## src/rtl/gds_pkg.sv

```systemverilog
package gds_pkg;

    typedef enum logic [1:0] {
        XFER_NONE    = 2'd0,
        XFER_DEV2MEM = 2'd1,
        XFER_MEM2DEV = 2'd2,
        XFER_CHAIN   = 2'd3
    } xfer_mode_e;

    localparam int CTL_W    = 32;
    localparam int BUSY_BIT = 24;

    localparam logic [CTL_W-1:0] CW_DEV2MEM = 32'h0100_0200;
    localparam logic [CTL_W-1:0] CW_MEM2DEV = 32'h0100_0201;
    localparam logic [CTL_W-1:0] CW_CHAIN   = 32'h0100_0401;

    typedef enum logic [1:0] {
        SEQ_IDLE = 2'd0,
        SEQ_WALK = 2'd1,
        SEQ_RUN  = 2'd2
    } seq_state_e;

    // Exact full-word match; anything else yields XFER_NONE.
    function automatic xfer_mode_e decode_ctl(input logic [CTL_W-1:0] cw);
        xfer_mode_e m;
        case (cw)
            CW_DEV2MEM: m = XFER_DEV2MEM;
            CW_MEM2DEV: m = XFER_MEM2DEV;
            CW_CHAIN:   m = XFER_CHAIN;
            default:    m = XFER_NONE;
        endcase
        return m;
    endfunction

endpackage

```

## src/rtl/gds_decode.sv

```systemverilog
module gds_decode
    import gds_pkg::*;
#(
    parameter int BLK_W = 32,
    parameter int CNT_W = 32
) (
    input  logic [CTL_W-1:0] ctl,
    input  logic [BLK_W-1:0] blk,
    output xfer_mode_e       mode,
    output logic [CNT_W-1:0] words
);
    localparam int HALF_W = BLK_W / 2;
    localparam int PROD_W = 2 * HALF_W;

    logic [HALF_W-1:0] n_blocks;
    logic [HALF_W-1:0] blk_words;
    logic [PROD_W-1:0] product;

    assign n_blocks  = blk[BLK_W-1 -: HALF_W];
    assign blk_words = blk[HALF_W-1:0];
    assign product   = {{HALF_W{1'b0}}, n_blocks} * {{HALF_W{1'b0}}, blk_words};
    assign mode      = decode_ctl(ctl);
    assign words     = CNT_W'(product);

    initial begin
        assert (CNT_W >= PROD_W)
            else $error("assert_cnt_width_R10: counter narrower than product");
    end
endmodule

```

## src/rtl/gds_timer.sv

```systemverilog
module gds_timer #(
    parameter int CNT_W = 32
) (
    input  logic             clk,
    input  logic             rst,
    input  logic             load,
    input  logic [CNT_W-1:0] load_val,
    output logic             running,
    output logic             expire
);
    logic [CNT_W-1:0] cnt_q;
    logic             run_q;

    // A value of 0 or 1 both finish on the first edge after loading.
    assign expire  = run_q && (cnt_q <= CNT_W'(1));
    assign running = run_q;

    always_ff @(posedge clk) begin
        if (rst) begin
            cnt_q <= '0;
            run_q <= 1'b0;
        end else if (load) begin
            cnt_q <= load_val;
            run_q <= 1'b1;
        end else if (expire) begin
            run_q <= 1'b0;
        end else if (run_q) begin
            cnt_q <= cnt_q - CNT_W'(1);
        end
    end

    // Each running cycle takes exactly one off the remaining count.
    assert_count_step_R3: assert property (@(posedge clk) disable iff (rst)
        (run_q && !expire && !load) |=> (run_q && cnt_q == $past(cnt_q) - CNT_W'(1)));

    assert_load_starts_R6: assert property (@(posedge clk) disable iff (rst)
        load |=> run_q);
endmodule

```

## src/rtl/gfx_dma_seq.sv

```systemverilog
module gfx_dma_seq
    import gds_pkg::*;
#(
    parameter int ADDR_W = 24,
    parameter int BLK_W  = 32,
    parameter int CNT_W  = 32
) (
    input  logic              clk,
    input  logic              rst,
    input  logic              kick,
    input  logic [ADDR_W-1:0] addr_in,
    input  logic [BLK_W-1:0]  blk_in,
    input  logic [31:0]       ctl_in,
    input  logic [CNT_W-1:0]  walk_len,
    input  logic              walk_valid,
    output logic              walk_req,
    output logic [ADDR_W-1:0] walk_addr,
    output logic              busy,
    output logic [31:0]       ctl_out,
    output logic [1:0]        mode_out,
    output logic              irq
);
    localparam int ALIGN_B = 2;

    seq_state_e        state_q;
    xfer_mode_e        dec_mode;
    xfer_mode_e        mode_q;
    logic [CNT_W-1:0]  dec_words;
    logic [CNT_W-1:0]  load_val;
    logic [31:0]       ctl_q;
    logic [ADDR_W-1:0] head_q;
    logic              irq_q;
    logic              accept;
    logic              walk_done;
    logic              tmr_load;
    logic              tmr_running;
    logic              tmr_expire;

    gds_decode #(.BLK_W(BLK_W), .CNT_W(CNT_W)) u_decode (
        .ctl   (ctl_in),
        .blk   (blk_in),
        .mode  (dec_mode),
        .words (dec_words)
    );

    assign accept    = kick && (state_q == SEQ_IDLE) && (dec_mode != XFER_NONE);
    assign walk_done = (state_q == SEQ_WALK) && walk_valid;
    assign tmr_load  = (accept && dec_mode != XFER_CHAIN) || walk_done;
    assign load_val  = walk_done ? walk_len : dec_words;

    gds_timer #(.CNT_W(CNT_W)) u_timer (
        .clk      (clk),
        .rst      (rst),
        .load     (tmr_load),
        .load_val (load_val),
        .running  (tmr_running),
        .expire   (tmr_expire)
    );

    always_ff @(posedge clk) begin
        if (rst) begin
            state_q <= SEQ_IDLE;
            mode_q  <= XFER_NONE;
            ctl_q   <= '0;
            head_q  <= '0;
            irq_q   <= 1'b0;
        end else begin
            irq_q <= tmr_expire;
            case (state_q)
                SEQ_IDLE: if (accept) begin
                    mode_q  <= dec_mode;
                    ctl_q   <= ctl_in;
                    head_q  <= {addr_in[ADDR_W-1:ALIGN_B], {ALIGN_B{1'b0}}};
                    state_q <= (dec_mode == XFER_CHAIN) ? SEQ_WALK : SEQ_RUN;
                end
                SEQ_WALK: if (walk_valid) state_q <= SEQ_RUN;
                SEQ_RUN: if (tmr_expire) begin
                    state_q         <= SEQ_IDLE;
                    ctl_q[BUSY_BIT] <= 1'b0;
                end
                default: state_q <= SEQ_IDLE;
            endcase
        end
    end

    assign walk_req  = (state_q == SEQ_WALK);
    assign walk_addr = head_q;
    assign busy      = (state_q != SEQ_IDLE);
    assign ctl_out   = ctl_q;
    assign mode_out  = mode_q;
    assign irq       = irq_q;

    assert_irq_single_R8: assert property (@(posedge clk) disable iff (rst)
        irq |=> !irq);

    assert_irq_idle_R8: assert property (@(posedge clk) disable iff (rst)
        $rose(irq) |-> (!busy && !ctl_out[BUSY_BIT]));

    assert_walk_hold_R5: assert property (@(posedge clk) disable iff (rst)
        (walk_req && !walk_valid) |=> (walk_req && !irq));

    assert_bad_word_R7: assert property (@(posedge clk) disable iff (rst)
        (kick && !busy && dec_mode == XFER_NONE && !tmr_running) |=> !busy);

    assert_busy_hold_R9: assert property (@(posedge clk) disable iff (rst)
        busy |=> ($stable(mode_out) && $stable({ctl_out[31:BUSY_BIT+1], ctl_out[BUSY_BIT-1:0]})));

    assert_run_timer_R3: assert property (@(posedge clk) disable iff (rst)
        (state_q == SEQ_RUN) |-> tmr_running);
endmodule

```

## config.mk

```make
export PLATFORM = sky130hd
export DESIGN_NAME = gfx_dma_seq
export DESIGN_NICKNAME = d
export VERILOG_FILES = /design/src/rtl/gds_pkg.sv /design/src/rtl/gds_decode.sv /design/src/rtl/gds_timer.sv /design/src/rtl/gfx_dma_seq.sv
export SDC_FILE = /design/constraint.sdc
export NUM_CORES = 1
export LEC_CHECK = 0
export BUFFER_PORTS_ARGS = -buffer_cell sky130_fd_sc_hd__buf_2
export CORE_UTILIZATION = 54
export DETAILED_ROUTE_END_ITERATION = 16
export GPL_TIMING_DRIVEN = 0
export PLACE_DENSITY = 0.82
export SLEW_MARGIN = 20
export SYNTH_ARGS = -nofsm -noshare
export SYNTH_HDL_FRONTEND = slang
export SYNTH_SLANG_ARGS = --single-unit
```

## constraint.sdc

```tcl
create_clock -name clk -period 6.3 [get_ports clk]
set_input_delay 0.315 -clock clk [delete_from_list [all_inputs] [get_ports clk]]
set_output_delay 0.315 -clock clk [all_outputs]
set_load 0.1 [all_outputs]
```

==> results of run 1 <==
area by class of cell:
class,instances,area [sq um]
antenna,1,2.502
buffer,57,256.5
clock buffer,10,239.0
clock inverter,6,93.84
fill,1993,8524
inverter,231,867.1
multi-input combinational,1106,9729
sequential,92,1842
tap,313,391.6
timing repair buffer,180,900.9
final timing paths:
kind / depth (start not counted) / to / start
hold reg to reg: 2 / walk_addr[18] / walk_addr[18]
hold / removal: 2 / u_timer.cnt_q[9] / walk_len[9]
setup / recovery: 20 / u_timer.cnt_q[26] / blk_in[31]
setup reg to reg: 10 / u_timer.cnt_q[4] / u_timer.cnt_q[2]
cells in the mapped netlist, drive strengths merged, types with 28 or more instances:
cell	instances
fa	194
o21ai	47
and2	122
ha	106
dfxtp	92
nand2	238
clkbuf	61
xor2	28
nor2	48
inv	231
a21oi	80
and3	31
registers in the layout (all words and copies together), names as in the netlist:
register	cells
state_q	2
ctl_out	32
u_timer.cnt_q	32
irq	1
walk_addr	22
u_timer.running	1
mode_out	2
cell families (layout without fill, tap and decap cells):
kind of cell,Yosys count,count (layout)
adders and majority gates,300,300
muxes,3,3
AOI/OAI and AO/OA,205,205
buffers and inverters,300,484
and+or+nand+nor,543,543
DFF,92,92
xor gates and xnor gates,53,53
other,1,3
power by group:
| group | internal, mW | switching (mW) |
|---|---|---|
| clock network | 0.363 | 0.237 |
| logic | 2.45 | 3.55 |
| registers | 0.582 | 0.000419 |
| total | 3.39 | 3.79 |
per-layer routing:
| layer | global-route usage | routed length [um] | vias up |
|---|---|---|---|
| met5 | 0 | 13 | - |
| met4 | 0.1064 | 1138 | 2 |
| met3 | 0.05376 | 2467 | 92 |
| met2 | 0.4967 | 16500 | 472 |
| met1 | 0.3730 | 13590 | 5344 |
| li1 | - | - | 5118 |
per-stage QoR:
step	power (mW)	TNS [ps]
final	7.180	0
after global routing	7.998	0
after CTS	7.086	0
after detailed placement	6.423	-6665
after global placement	6.293	-5188
after floorplan	5.059	0
cell usage in the layout (no fill, tap or decap), types with 5 or more instances in the layout:
| cell | n |
|---|---|
| a211oi_1 | 12 |
| a21o_1 | 16 |
| a21oi_1 | 80 |
| and2_1 | 122 |
| and3_1 | 31 |
| buf_2 | 185 |
| clkbuf_1 | 40 |
| clkbuf_16 | 9 |
| clkbuf_2 | 5 |
| dfxtp_1 | 92 |
| fa_1 | 194 |
| ha_1 | 106 |
| inv_1 | 231 |
| nand2_1 | 238 |
| nand2b_1 | 7 |
| nand3_1 | 16 |
| nand4_1 | 11 |
| nor2_1 | 48 |
| nor3_1 | 25 |
| nor4_1 | 10 |
| o211ai_1 | 9 |
| o21ai_0 | 43 |
| or3_1 | 5 |
| xnor2_1 | 25 |
| xor2_1 | 28 |
what timing repair did:
action                                 in CTS  in global routing
gates resized for setup                     4                 24
gates cloned                                0                  0
setup endpoints to repair                   8                 12
endpoints found under the hold margin       0                  0
==> impl_results.md, run 1 <==
- Root buffer cell: clkbuf_16
- IO buf count: 180
- Post-DP Area: 13990 sq um
- CTS tree: built
- Syn Area/Cell: 8.482 sq um
- Maximum vdd drop: 0.7217 mV
- Sequential cell area fraction in the yosys report: 0.1451
- Simple-Gate Fraction of Synth Area: 0.2142
- Drt total wl: 33710 um
- Clock Tree Buf Depth: 2
- Final Max Slew Viols: 0
- Area of the core: 22850 sq um
- Critical-path cell list: buf_2 -> clkbuf_1 -> nand2_1 -> fa_1 -> fa_1 -> fa_1 -> inv_1 -> fa_1 -> fa_1 -> inv_1 -> fa_1 -> inv_1 -> ha_1 -> and4_1 -> nand4_1 -> o21ai_0 -> o221ai_1 -> xor2_1 -> mux2i_1 -> a22o_1
- Maximum fanout along the worst path: 10
- RSZ-0062 raised after global routing: no
- Largest net degree at the start of global routing: 17
- Req. time, crit path: 6540 ps
- Vias in the first global route: 11.41k
- Leak: 7.261 nW
- DR iter-0 viols: 753
- CP top delay family: adder cells
- Synth async-reset ratio: 0
- Inst Count DP: 1991
- Global-route wire length before repair: 55540 um
- Die W: 155.3 um
- Crit path time final: 6106 ps
- Via density: 5.525
- Yosys warns: 0
- Hpwl dp: 28230 um
- Layout area overhead: 12.80%
- Clk Latency, worst-skew pair: 340 ps
- Initial antenna violation count: 2
- Placer Congestion: 0.9582
- Fin area: 14320 sq um
- Fin cells: 1996
- Outcome: completed
- Final hold violation count: 0
- Nets: 2101
- Post-route DRC: 0
- First-pass detailed-route iteration total: 5
- Grt total ovfl: 0
- Achievable Freq: 0.1638 GHz
- Skew final: 6.834 ps
- Area of the die: 24130 sq um
- WP data arrival: 6340 ps
- Post-synth EDFFs: 0
- Largest cells by area after synthesis: fa_1 (31%), dfxtp_1 (15%), ha_1 (10%), nand2_1 (7.0%), inv_1 (6.8%)
- CTS buffer count: 9
- DR vias: 11.03k
- I/O pins: 185
- Most frequent CP cell: fa_1
- Synth area leader: fa_1
- Final setup vio count: 0
- DR WL/cell: 16.89 um
- Clock transition at the registers of the reported paths: 70 ps
- Worst path bufs/invs: 5
- WS Path Type: in -> reg
- Power Dens Cells: 501.3 nW/um^2
- Slack of the critical path: 194.1 ps
- Post-CTS setup buffer count: 0
- Worst reg-to-reg setup slack: 3060 ps
- Worst Tran Pin Value: 859.4 ps
- Syn Inst Count: 1497
- Critical Path Slowest Stage Cell: fa_1
- Slowest stage delay, CP: 550 ps
- Synth cell types: 69
- Worst slack at placement: -827.6 ps
- Mapped Area: 12700 sq um
- H-tree depth: 3
- Layout cell share with drive strength beyond 1: 0.1391
- Clk sink count: 92
- CP Launch Type: input port
- Top cell type's share of synthesized area: 0.3059
- CTS Hold Bufs: 0
- Height of the die: 155.3 um
- Mux contribution to synthesized area: 0.002365
- Main combinational cell family by area after synthesis: adder cells
- Remaining antenna violation count: 0
- Fin util: 0.6269
- Total GRT Usage: 0.2927
- XOR/XNOR Fraction of Synth Area: 0.03656
- Crit. End Element: flip-flop
- Synth Area in Adders: 0.4103
- Max_cap viols: 0
- Worst hold margin: 197.0 ps
- Flops & latches, synth: 92
- Worst min path class: in -> reg
- Final Cycle Share: 0.9692
- Row cnt: 55
- Complex-gate fraction of the synthesized area: 0.1005
- Ys flop type: dfxtp_1
- Initial Util: 0.5558
- Max transition margin: 0.4249
No activity file was read; power rests on OpenSTA's default activity.
==> inputs of run 2 (changes only) <==
==> constraint.sdc (replaced) <==
create_clock -name clk -period 6.3 [get_ports clk]
set_input_delay 1.26 -clock clk [delete_from_list [all_inputs] [get_ports clk]]
set_output_delay 1.26 -clock clk [all_outputs]
set_load 0.1 [all_outputs]
==> run 2 against run 1 <==
Effect of this change:
- the flow now finishes with violations (setup timing)
- first-iteration DRC count grew 41%
- via count up 9.8%
- non-clock buffer count grew 85
- cell count rose by 4.3%
- worst setup slack worse by 330 ps
- critical path type unchanged
- critical endpoint is now u_timer.cnt_q[25]
==> impl_results.md, run 2 (synthesis gave the netlist of run 1 again) <==
- Outcome: finished with violations (was completed)
- Failing checks: setup timing
- Worst min path class: reg -> reg (was in -> reg)
- DR vias: 12.11k (was 11.03k)
- Power Dens Cells: 614.8 nW/um^2 (was 501.3 nW/um^2)
- Crit path time final: 6432 ps (was 6106 ps)
- Skew final: 6.746 ps (was 6.834 ps)
- Initial Util: 0.5558 (unchanged)
- Final Cycle Share: 1.021 (was 0.9692)
- Fin cells: 2082 (was 1996)
- Die W: 155.3 um (unchanged)
- CTS buffer count: 9 (unchanged)
- Met3 Use GR: 0.05794 (was 0.05376)
- I/O pins: 185 (unchanged)
- Post-DP Area: 14230 sq um (was 13990 sq um)
- DR WL/cell: 19.93 um (was 16.89 um)
- Clk pwr share: 0.052 (was 0.084)
- Height of the die: 155.3 um (unchanged)
- Maximum vdd drop: 0.8360 mV (was 0.7217 mV)
- Maximum fanout along the worst path: 7 (was 10)
- Leak: 8.021 nW (was 7.261 nW)
- Slack of the critical path: -131.7 ps (was 194.1 ps)
- Clock Tree Buf Depth: 2 (unchanged)
- Row cnt: 55 (unchanged)
- Hpwl dp: 28760 um (was 28230 um)
- Nets: 2186 (was 2101)
- H-tree depth: 3 (unchanged)
- Largest net degree at the start of global routing: 17 (unchanged)
- RSZ-0062 raised after global routing: yes (was no)
- Layout cell share with drive strength beyond 1: 0.2569 (was 0.1391)
- CTS Hold Bufs: 0 (unchanged)
- Most frequent cells in the layout: nand2_1 (219), inv_1 (205), fa_1 (179), buf_2 (153), and2_1 (108) (was nand2_1 (238), inv_1 (231), fa_1 (194), buf_2 (185), and2_1 (122))
- FF-to-FF path depth: 9 (was 10)
- CP Launch Type: input port (unchanged)
- Area of the core: 22850 sq um (unchanged)
- Total GRT Usage: 0.3160 (was 0.2927)
- Drt total wl: 41490 um (was 33710 um)
- DR iter-0 viols: 1058 (was 753)
- Global-route wire length before repair: 58950 um (was 55540 um)
- Clock transition at the registers of the reported paths: 70 ps (about the same)
- Power Internal: 4.986 mW (was 3.392 mW)
- Inst Count DP: 1991 (unchanged)
- Grt total ovfl: 0 (unchanged)
- Switch Pwr: 5.002 mW (was 3.788 mW)
- Worst Tran Pin Value: 770.3 ps (was 859.4 ps)
- Net Sw Frac: 0.5008 (was 0.5275)
- WP data arrival: 6690 ps (was 6340 ps)
- Grt met2 use: 0.5289 (was 0.4967)
- Achievable Freq: 0.1555 GHz (was 0.1638 GHz)
- Register share of total power: 0.058 (was 0.081)
- Initial antenna violation count: 0 (was 2)
- Clk Latency, worst-skew pair: 350 ps (was 340 ps)
- GRT busiest layer: met2 (unchanged)
- Max transition margin: 0.4846 (was 0.4249)
- Post-Route Setup TNS: -727.8 ps (was 0 ps)
- Max_cap viols: 0 (unchanged)
- Remaining antenna violation count: 0 (unchanged)
- First-pass detailed-route iteration total: 5 (unchanged)
- CTS tree: built (unchanged)
- Post-route DRC: 0 (unchanged)
- Final setup vio count: 8 (was 0)
- Root buffer cell: clkbuf_16 (unchanged)
- Placer Congestion: 0.9515 (was 0.9582)
- Fin area: 16250 sq um (was 14320 sq um)
- Hold Path Stages: 2 (unchanged)
- Share of total power in combinational logic: 0.889 (was 0.835)
- Req. time, crit path: 6560 ps (was 6540 ps)
- Final Max Slew Viols: 0 (unchanged)
- Area of the die: 24130 sq um (unchanged)
- Fin util: 0.7112 (was 0.6269)
- Crit. End Element: flip-flop (unchanged)
- Commonest non-fill, non-tap cell in the layout: nand2_1 (unchanged)
- IO buf count: 180 (unchanged)
- WS Path Type: in -> reg (unchanged)
- M1 GR Usage: 0.3947 (was 0.3730)
- Via density: 5.817 (was 5.525)
- Layout area overhead: 27.97% (was 12.80%)
- Final hold violation count: 0 (unchanged)
- Vias in the first global route: 11.83k (was 11.41k)
- Clk sink count: 92 (unchanged)
==> run 2: cell count changes in the layout (fill, tap and decap cells not counted), sizes merged <==
cell    delta
clkbuf     +1
inv        -1
buf       +86
clkinv     +1
diode      +1
bufinv     -2
==> run 2: through the flow <==
step | total power, mW | setup WS (ps) | hold WS [ps]
global placement | 6.705 | -1102 | 434.1
global route | 10.75 | -271.1 | 474.7
detailed placement | 6.858 | -1212 | 442.8
CTS | 8.123 | -171.1 | 451.7
floorplan | 5.481 | -150.3 | 449.3
finish | 9.989 | -131.7 | 449.3
==> run 2: layer usage <==
layer,vias to the layer above,share of wire,routed length (um)
met5,-,0,0
met3,223,0.095,3962
met1,5849,0.36,15040
li1,5310,-,-
met4,0,0.064,2654
met2,728,0.48,19830
==> run 2: worst paths after layout <==
| check | to | startpoint | slack, ps |
|---|---|---|---|
| worst max-delay path | u_timer.cnt_q[25] | blk_in[22] | -130 |
| worst min-delay path | ctl_out[9] | ctl_out[9] | 450 |
| worst max register to register | u_timer.cnt_q[24] | u_timer.cnt_q[2] | 3050 |
| worst min register to register | ctl_out[9] | ctl_out[9] | 450 |
==> run 2: layout make-up <==
type                       count  area, sq um
antenna                        2        5.005
buffer                        65        684.4
clock buffer                  12        256.5
clock inverter                 4        31.28
fill                        1606         6599
inverter                     231        867.1
multi-input combinational   1106        10290
sequential                    92         1842
tap                          313        391.6
timing repair buffer         257         1881
==> run 2: power groups by stage <==
| stage | registers [mW] | clock network [mW] | logic [mW] |
|---|---|---|---|
| after floorplan | 0.600 | 0 | 4.88 |
| after global placement | 0.596 | 0 | 6.11 |
| after detailed placement | 0.596 | 0 | 6.26 |
| after CTS | 0.582 | 0.524 | 7.02 |
| after global routing | 0.582 | 0.548 | 9.62 |
| final | 0.582 | 0.522 | 8.88 |
==> run 2: critical path, stage by stage <==
cell      delay [ps]
buf_6            120
buf_8            120
nand2_1          110
fa_1             570
inv_1             60
fa_1             410
inv_1             90
fa_1             450
inv_2             80
fa_1             450
fa_1             540
inv_1             60
fa_1             500
inv_2             50
ha_4             240
a21oi_4          150
o21ai_4           90
a221oi_4         260
o21ai_4          160
buf_12           160
a21oi_4          230
o21ai_2          120
xnor2_2          170
a211oi_2         240
==> run 2: repair_timing <==
action	in CTS	in global routing
endpoints found under the setup margin	21	19
endpoints found under the hold margin	0	0
cloned	0	3
pin swaps	47	79
gates resized for setup	136	190
setup buffers	28	46
==> inputs of run 3 (changes only) <==
--- a/config.mk
+++ b/config.mk
@@ -5,10 +5,12 @@
 export SDC_FILE = /design/constraint.sdc
 export NUM_CORES = 1
 export LEC_CHECK = 0
+export ABC_CLOCK_PERIOD_IN_PS = 6300
 export BUFFER_PORTS_ARGS = -buffer_cell sky130_fd_sc_hd__buf_2
 export CORE_UTILIZATION = 54
 export DETAILED_ROUTE_END_ITERATION = 16
 export GPL_TIMING_DRIVEN = 0
+export HOLD_SLACK_MARGIN = 0.08
 export PLACE_DENSITY = 0.82
 export SLEW_MARGIN = 20
 export SYNTH_ARGS = -nofsm -noshare
==> constraint.sdc (replaced) <==
create_clock -name clk -period 6.3 [get_ports clk]
set_input_delay 0.63 -clock clk [delete_from_list [all_inputs] [get_ports clk]]
set_output_delay 0.63 -clock clk [all_outputs]
set_load 0.1 [all_outputs]
==> run 3 against run 2 <==
Effect of this change:
- the run now ends clean
- non-clock buffer count is 83 lower
- register-to-register slack hardly changed
- utilization is 7.8 points lower
- critical path depth is 2 lower
- hold slack worse by 0.78 ps
- highest routed layer unchanged
- global-route usage is 2.0 points lower
==> impl_results.md, run 3 (synthesis gave the netlist of run 1 again) <==
- Outcome: completed (was finished with violations)
- Grt total ovfl: 0 (unchanged)
- Setup crit start: blk_in[25] (was blk_in[22])
- First-pass detailed-route iteration total: 5 (unchanged)
- RR Startpoint: u_timer.cnt_q[2] (unchanged)
- Clock transition at the registers of the reported paths: 70 ps (about the same)
- Height of the die: 155.3 um (unchanged)
- Row cnt: 55 (unchanged)
- DR iter-0 viols: 741 (was 1058)
- Slack of the critical path: 191.3 ps (was -131.7 ps)
- Achievable Freq: 0.1637 GHz (was 0.1555 GHz)
- Root buffer cell: clkbuf_16 (unchanged)
- Area of the core: 22850 sq um (unchanged)
- Worst slack at placement: -1143 ps (was -1212 ps)
- I/O pins: 185 (unchanged)
- Worst min path class: reg -> reg (unchanged)
- Crit path time final: 6109 ps (was 6432 ps)
- WP data arrival: 6350 ps (was 6690 ps)
- WS Path Type: in -> reg (unchanged)
- IO buf count: 180 (unchanged)
- Hold Path Stages: 2 (unchanged)
- Vias in the first global route: 11.35k (was 11.83k)
- Seq. cell area: 1842 sq um (unchanged)
- DR WL/cell: 16.92 um (was 19.93 um)
- CTS buffer count: 9 (unchanged)
- Final Cycle Share: 0.9696 (was 1.021)
- Fin cells: 1998 (was 2082)
- Inst Count DP: 1991 (unchanged)
- Worst hold start: walk_addr[18] (was ctl_out[9])
- Post-route DRC: 0 (unchanged)
- Worst hold margin: 448.5 ps (was 449.3 ps)
- Placer Congestion: 0.9582 (was 0.9515)
- Largest net degree at the start of global routing: 17 (unchanged)
- Final Max Slew Viols: 0 (unchanged)
- Via density: 5.508 (was 5.817)
- Clk Latency, worst-skew pair: 340 ps (was 350 ps)
- Skew final: 7.018 ps (was 6.746 ps)
- Hold Path End: walk_addr[18] (was ctl_out[9])
- Drt total wl: 33800 um (was 41490 um)
- Max transition margin: 0.4284 (was 0.4846)
- Commonest non-fill, non-tap cell in the layout: nand2_1 (unchanged)
- FF-to-FF path depth: 10 (was 9)
- Crit. End Element: flip-flop (unchanged)
- Initial Util: 0.5558 (unchanged)
- Nets: 2103 (was 2186)
- Most frequent cells in the layout: nand2_1 (238), inv_1 (231), fa_1 (193), buf_2 (178), and2_1 (122) (was nand2_1 (219), inv_1 (205), fa_1 (179), buf_2 (153), and2_1 (108))
- Worst Tran Pin Value: 854.2 ps (was 770.3 ps)
- Layout cell share with drive strength beyond 1: 0.1526 (was 0.2569)
- H-tree depth: 3 (unchanged)
- Maximum fanout along the worst path: 10 (was 7)
- Clk sink count: 92 (unchanged)
- Leak: 7.319 nW (was 8.021 nW)
- Fill count: 1966 (was 1606)
- Req. time, crit path: 6540 ps (was 6560 ps)
- Initial antenna violation count: 1 (was 0)
- CP Launch Type: input port (unchanged)
- Hpwl dp: 28230 um (was 28760 um)
- CTS tree: built (unchanged)
- Max_cap viols: 0 (unchanged)
- Final setup vio count: 0 (was 8)
- CTS Hold Bufs: 0 (unchanged)
- Final Power: 7.440 mW (was 9.989 mW)
- RSZ-0062 raised after global routing: no (was yes)
- Layout area overhead: 13.91% (was 27.97%)
- Total GRT Usage: 0.2964 (was 0.3160)
- Clock Tree Buf Depth: 2 (unchanged)
- Maximum vdd drop: 0.7283 mV (was 0.8360 mV)
- Area of the die: 24130 sq um (unchanged)
- Global-route wire length before repair: 56120 um (was 58950 um)
- Worst r2r dst: u_timer.cnt_q[4] (was u_timer.cnt_q[24])
- DR vias: 11.00k (was 12.11k)
- Worst reg-to-reg setup slack: 3060 ps (was 3050 ps)
- Remaining antenna violation count: 0 (unchanged)
- Power Dens Cells: 514.4 nW/um^2 (was 614.8 nW/um^2)
- Multi-input combinational cell area: 9767 sq um (was 10290 sq um)
- Final hold violation count: 0 (unchanged)
- Post-Route Setup TNS: 0 ps (was -727.8 ps)
- Die W: 155.3 um (unchanged)
## run 3: cell types whose count changed in the layout (fill, tap and decap cells not counted), moves of 25 or more
cell | previous run | this run
inv_2 | 26 | 0
inv_1 | 205 | 231
buf_2 | 153 | 178
buf_4 | 63 | 11
## run 3: critical path, cell delays in order
cell and delay, ps:
buf_2 180, buf_4 230, nand2_1 100, fa_1 500
fa_2 590, fa_1 450, fa_1 550, inv_1 50
fa_1 500, inv_1 60, fa_1 480, inv_1 50
ha_1 360, a21oi_2 240, o22ai_1 130, a211oi_2 220
buf_4 160, o21ai_2 100, o221ai_2 220, xor2_1 200
mux2i_1 110, a22o_1 240
## run 3: metrics by stage
| stage | util | area (sq um) |
|---|---|---|
| 2_1_floorplan | - | 12700 |
| 3_3_place_gp | 0.6125 | 13990 |
| 3_5_place_dp | 0.6125 | 13990 |
| 4_1_cts | 0.6311 | 14420 |
| 5_1_grt | 0.6331 | 14460 |
| 6_report | 0.6331 | 14460 |
## run 3: per-layer routing
layer,up-vias,global-route usage,share of wire
met5,-,0,0
met4,0,0.09244,0.028
met3,83,0.05738,0.078
met2,455,0.5050,0.50
met1,5345,0.3799,0.40
li1,5121,-,-
## run 3: report_power, final
group          switching (mW)  internal, mW
combinational            3.66          2.60
sequential           0.000431         0.582
clock                   0.238         0.363
## run 3: worst max-delay path by stage
stage	endpoint	slack, ps	depth (start not counted)
6_report	u_timer.cnt_q[26]	190	22
5_1_grt	u_timer.cnt_q[28]	5	21
4_1_cts	u_timer.cnt_q[31]	1	21
3_5_place_dp	u_timer.cnt_q[31]	-1140	23
3_3_place_gp	u_timer.cnt_q[31]	-1010	24
2_1_floorplan	u_timer.cnt_q[27]	30	23
## run 3: area by class of cell
type | instances | area share
flip-flops and latches | 92 | 0.1273
clock inverters | 6 | 0.006488
plain buffers | 56 | 0.02266
diodes | 1 | 0.0001730
well taps | 313 | 0.02708
inverters | 231 | 0.05995
multi-input cells | 1106 | 0.6753
repair buffers | 183 | 0.06453
clock buffers | 10 | 0.01652
## run 3: timing repair
item / CTS / global route
buffers inserted: 2 / 1
resized for setup: 40 / 43
hold endpoints to repair: 0 / 0
setup endpoints to repair: 15 / 14
cloned: 0 / 0
pin swaps: 2 / 5
